### src/rtl/wdog_pkg.sv
package wdog_pkg;

  // Width of a counter that must hold values 0 .. cycles-1.
  function automatic int wdog_cnt_bits(input longint unsigned cycles);
    if (cycles <= 2) return 1;
    return $clog2(cycles);
  endfunction

  // Clock edges from the first enabled edge to the edge that fires.
  function automatic longint unsigned wdog_fire_offset(input longint unsigned cycles);
    return cycles - 1;
  endfunction

endpackage

### src/rtl/wdog_sync.sv
module wdog_sync #(
  parameter int unsigned WIDTH   = 2,
  parameter int unsigned STAGES  = 2,
  parameter logic [WIDTH-1:0] RST_VAL = '0
) (
  input  logic             clk,
  input  logic             rst_n,
  input  logic [WIDTH-1:0] d_async,
  output logic [WIDTH-1:0] d_sync
);

  logic [WIDTH-1:0] chain [STAGES];

  for (genvar s = 0; s < STAGES; s++) begin : g_stage
    if (s == 0) begin : g_first
      always_ff @(posedge clk) begin
        if (!rst_n) chain[s] <= RST_VAL;
        else        chain[s] <= d_async;
      end
    end else begin : g_next
      always_ff @(posedge clk) begin
        if (!rst_n) chain[s] <= RST_VAL;
        else        chain[s] <= chain[s-1];
      end
    end
  end

  assign d_sync = chain[STAGES-1];

endmodule

### src/rtl/wdog_edge.sv
module wdog_edge (
  input  logic clk,
  input  logic rst_n,
  input  logic lvl_s,
  output logic lvl_edge
);

  logic lvl_prev;

  always_ff @(posedge clk) begin
    if (!rst_n) lvl_prev <= 1'b0;
    else        lvl_prev <= lvl_s;
  end

  assign lvl_edge = lvl_s ^ lvl_prev;

endmodule

### src/rtl/wdog_count.sv
module wdog_count
  import wdog_pkg::*;
#(
  parameter longint unsigned WD_CYCLES = 64,
  localparam int CW = wdog_cnt_bits(WD_CYCLES)
) (
  input  logic          clk,
  input  logic          rst_n,
  input  logic          clear,
  input  logic          restart,
  output logic          timeout,
  output logic [CW-1:0] count
);

  localparam logic [CW-1:0] LAST = CW'(wdog_fire_offset(WD_CYCLES));

  logic at_last;
  logic expire;

  assign at_last = (count == LAST);
  assign expire  = !clear && !restart && at_last;

  always_ff @(posedge clk) begin
    if (!rst_n) begin
      count   <= '0;
      timeout <= 1'b0;
    end else begin
      timeout <= expire;
      if (clear || restart || at_last) count <= '0;
      else                             count <= count + 1'b1;
    end
  end

  AST_PULSE_SINGLE: assert property (@(posedge clk) disable iff (!rst_n)
    timeout |=> !timeout);
  AST_CLEAR_QUIET: assert property (@(posedge clk) disable iff (!rst_n)
    clear |=> (!timeout && count == '0));
  AST_RESTART_WINS: assert property (@(posedge clk) disable iff (!rst_n)
    restart |=> (!timeout && count == '0));
  AST_COUNT_STEP: assert property (@(posedge clk) disable iff (!rst_n)
    (!clear && !restart && count != LAST) |=> (count == $past(count) + 1'b1 && !timeout));
  AST_NO_OVERRUN: assert property (@(posedge clk) disable iff (!rst_n)
    count <= LAST);

endmodule

### src/rtl/wdog_tri_timer.sv
module wdog_tri_timer
  import wdog_pkg::*;
#(
  parameter longint unsigned WD_CYCLES   = 320_000_000,
  parameter int unsigned     SYNC_STAGES = 2
) (
  input  logic clk,
  input  logic rst_n,
  input  logic wdi_level,
  input  logic wdi_float,
  input  logic wd_hold,
  input  logic wd_disable,
  output logic wd_timeout
);

  localparam int CW = wdog_cnt_bits(WD_CYCLES);

  logic [1:0]    raw_in;
  logic [1:0]    sync_out;
  logic          lvl_s;
  logic          float_s;
  logic          lvl_edge;
  logic          cnt_clear;
  logic [CW-1:0] cnt_value;

  assign raw_in = {wdi_float, wdi_level};

  wdog_sync #(
    .WIDTH   (2),
    .STAGES  (SYNC_STAGES),
    .RST_VAL (2'b10)
  ) u_sync (
    .clk     (clk),
    .rst_n   (rst_n),
    .d_async (raw_in),
    .d_sync  (sync_out)
  );

  assign lvl_s   = sync_out[0];
  assign float_s = sync_out[1];

  wdog_edge u_edge (
    .clk      (clk),
    .rst_n    (rst_n),
    .lvl_s    (lvl_s),
    .lvl_edge (lvl_edge)
  );

  assign cnt_clear = wd_hold | wd_disable | float_s;

  wdog_count #(
    .WD_CYCLES (WD_CYCLES)
  ) u_count (
    .clk     (clk),
    .rst_n   (rst_n),
    .clear   (cnt_clear),
    .restart (lvl_edge),
    .timeout (wd_timeout),
    .count   (cnt_value)
  );

  AST_HOLD_BLOCKS: assert property (@(posedge clk) disable iff (!rst_n)
    wd_hold |=> !wd_timeout);
  AST_DISABLE_BLOCKS: assert property (@(posedge clk) disable iff (!rst_n)
    wd_disable |=> !wd_timeout);
  AST_FLOAT_BLOCKS: assert property (@(posedge clk) disable iff (!rst_n)
    float_s |=> !wd_timeout);
  AST_RESET_LOW: assert property (@(posedge clk)
    !rst_n |=> !wd_timeout);

endmodule

### config.mk
export PLATFORM = sky130hd
export DESIGN_NAME = wdog_tri_timer
export DESIGN_NICKNAME = d
export VERILOG_FILES = /design/src/rtl/wdog_pkg.sv /design/src/rtl/wdog_sync.sv /design/src/rtl/wdog_edge.sv /design/src/rtl/wdog_count.sv /design/src/rtl/wdog_tri_timer.sv
export SDC_FILE = /design/constraint.sdc
export NUM_CORES = 1
export LEC_CHECK = 0
export ABC_AREA = 1
export BUFFER_PORTS_ARGS = -buffer_cell sky130_fd_sc_hd__buf_2
export CAP_MARGIN = 0
export CORE_UTILIZATION = 54
export CTS_CLUSTER_DIAMETER = 150
export DETAILED_ROUTE_END_ITERATION = 10
export GPL_TIMING_DRIVEN = 0
export PLACE_DENSITY_LB_ADDON = 0.2
export SETUP_SLACK_MARGIN = 0.02
export SLEW_MARGIN = 10
export SYNTH_ARGS = -nofsm -noshare
export SYNTH_HDL_FRONTEND = slang
export SYNTH_SLANG_ARGS = --single-unit
### constraint.sdc
create_clock -name clk -period 1.8 [get_ports clk]
set_clock_uncertainty 0.2 [all_clocks]
set_input_delay 0.09 -clock clk [delete_from_list [all_inputs] [get_ports clk]]
set_output_delay 0.09 -clock clk [all_outputs]
set_load 0.01 [all_outputs]
==> flow_summary.toml <==
[synthesis]
synth_warnings = 0
avgSynthCellArea_um2 = 6.68
seq_area_frac_synth_pct = 40.2
syn-instance-count = 261
netlist.area_leader.share_pct = 40.2
syn_area_um2 = 1740
synth.area.top_cells = "dfxtp_1, nand2_1, nor2_1"
synth-seq-cells = 35
synth.distinct_cells = 19
synthesis.nets = 268
synth_top_cell_by_area = "dfxtp_1"

[global_routing]
antenna_found_initial = 0
grt_pass1_wl_um = 6090
grt_pass1_vias = 1377
grt_overflow = 0
grt_max_degree = 11
grt_usage_pct = 24.1

[power_and_ir_drop]
powerDensity_nw_per_um2 = 619
ir_worst_vdd_uv = 519
power_leakage_nw = 0.747
power_mw = 1.30

[floorplan]
dieArea_um2 = 3460
die_x_um = 58.8
dieHeight_um = 58.8
coreArea_um2 = 3050
ios = 7
num_rows = 20
start_util_pct = 57.1

[finish]
drive_above_1_share_pct = 13.8
syn_to_final_growth_pct = 20.6
antenna_cells = 0
fill_cells = 274
final_nets = 296

[setup_path]
max_stage_delay_ns = 0.56
end_kind = "flip-flop"
path_cells = "dlygate4sd3_1, buf_2, nor2_1, nand3b_1, nor2_2, nand2_8, clkbuf_16, a21oi_1"
crit_slowest_cell = "dlygate4sd3_1"
worstPathMaxFanout = 6
required_ns = 1.87
critPathArrivalTime_ns = 1.78
path_delay_family = "buffers and inverters"
crit_buf_inv = 3
path_class = "in -> reg"
cp-start-kind = "input port"

[clock_tree]
cts-root-buf = "clkbuf_4"
cts_tree = "done"
clkLatencyLatePin_ns = 0.34
cts.sink_count = 35
cts_made_buffers = 5
path_clk_slew_ns = 0.10
cts_max_level = 2
clockBufferDepth = 2

[placed_design]
hpwl_um = 2490
io_buffer_count = 6
gp_congestion = 0.893
post-place-ws_ns = -0.00162

[min_path]
hold_path_class = "reg -> reg"

[sta]
fin_crit_sh_pct = 94.6
fin_ws_ns = 0.0970
setup-violations-final = 0
worst_pin_slew_ns = 0.446
drv_slew = 0
timing.fmax_mhz = 587
hold_viol = 0
rsz0062_at_grt = "true"
period_needed_ns = 1.70
slew_headroom_pct = 70.2

[route]
vias = 1614
vias_per_cell = 4.83
wl_per_cell_um = 11.2
post-route-drc-count = 0
drt_iter0_markers = 118
drt-total-wl_um = 3750
first_pass_iters = 4
ant_nets = 0

[status]
status = "finished clean"

[run]
maxCapViolations = 0
==> power by group <==
group / leakage, nW / switching [mW] / internal [mW]
clock network: 0.0386 / 0.258 / 0.230
logic: 0.425 / 0.0130 / 0.0205
registers: 0.283 / 0.00160 / 0.779
==> worst register-to-register path, stage by stage (launching register included) <==
cell	delay (ns)
dfxtp_2	0.35
ha_2	0.19
nand2_2	0.07
nor2_4	0.15
nand2_4	0.10
nor2_4	0.12
nand2_4	0.09
nand2_8	0.12
clkbuf_16	0.15
nor2_1	0.04
==> flip-flops by register name, summed over array words and instances (netlist names) <==
register and flops:
u_count.count 29, u_sync.chain 4, u_count.timeout 1, u_edge.lvl_prev 1
==> placed cells by master (no fill, tap or decap) <==
cell	synthesis	final
clkbuf_1	0	1
nand2_2	4	3
inv_2	1	1
a21oi_1	10	10
xor2_1	8	8
xnor2_1	6	6
nor2_1	60	60
clkbuf_16	0	2
nand3b_1	1	1
o21ai_0	2	2
and2_1	2	2
nor2_4	3	4
clkbuf_8	0	2
ha_2	0	1
nand3_1	17	17
nor3_1	1	1
dlygate4sd3_1	0	8
inv_1	29	29
nand2_1	72	71
nor2_2	6	5
nand2_4	1	2
buf_2	0	6
nand2_8	0	1
buf_4	0	5
dfxtp_2	0	1
buf_8	0	2
dfxtp_1	35	34
clkbuf_4	0	5
==> synthesized netlist by cell type (all sizes together) <==
library cell	number
nand2	77
nor2	69
dfxtp	35
inv	30
nand3	17
a21oi	10
xor2	8
xnor2	6
and2	2
buf	2
o21ai	2
ha	1
nand3b	1
nor3	1
==> layer usage <==
metal | up-vias | routed length, µm | GRT usage (%)
met5 | - | 0 | 0
met4 | 0 | 104 | 10.9
met3 | 10 | 207 | 8.35
met2 | 44 | 1700 | 37.3
met1 | 710 | 1730 | 30.0
li1 | 850 | - | -
==> metrics by stage <==
step / hold slack, ns / TNS [ns] / instances / cell area, µm² / util, %
global placement: 0.0584 / 0 / 311 / 1830 / 59.9
global route: 0.238 / 0 / 334 / 2100 / 68.9
detailed placement: 0.0640 / -0.00358 / 311 / 1830 / 59.9
CTS: 0.216 / 0 / 328 / 1990 / 65.2
finish: 0.212 / 0 / 334 / 2100 / 68.9
floorplan: -0.0413 / 0 / 261 / 1740 / -
==> cell type report <==
cell class                      count  area [µm²]  share of cell area, %
Buffer                              2        30.0                   1.43
Timing Repair Buffer               21         198                   9.40
Multi-Input combinational cell    194         937                   44.6
Tap cell                           44        55.1                   2.62
Sequential cell                    35         702                   33.4
Clock buffer                        8        68.8                   3.27
Inverter                           30         113                   5.35
==> path summary, 6_finish.rpt <==
check	start	end	slack, ns	cells past startpoint
worst min register to register	u_sync.chain[0][1]	u_sync.chain[1][1]	0.21	2
worst min-delay path	u_sync.chain[0][1]	u_sync.chain[1][1]	0.21	2
worst max-delay path	wd_disable	u_count.count[3]	0.1	8
worst max register to register	u_count.count[0]	u_count.count[12]	0.11	9
==> logic make-up (layout without fill, tap and decap cells) <==
| kind of cell | count (synthesis) | in the layout | synth area share (%) |
|---|---|---|---|
| simple gates | 167 | 167 | 40.9 |
| flops | 35 | 35 | 40.2 |
| buf+inv | 32 | 61 | 7.75 |
| xor+xnor | 14 | 14 | 7.03 |
| compound gates | 12 | 12 | 3.44 |
| fa+ha+maj | 1 | 1 | 0.717 |
==> repair_timing <==
item | CTS | global route
endpoints found under the hold margin | 6 | 0
setup buffers | 1 | 4
pin swaps | 2 | 1
setup endpoints to repair | 20 | 25
hold buffers | 8 | 0
resized for setup | 1 | 8
cloned | 0 | 2
(Power assumes the default switching activity.)
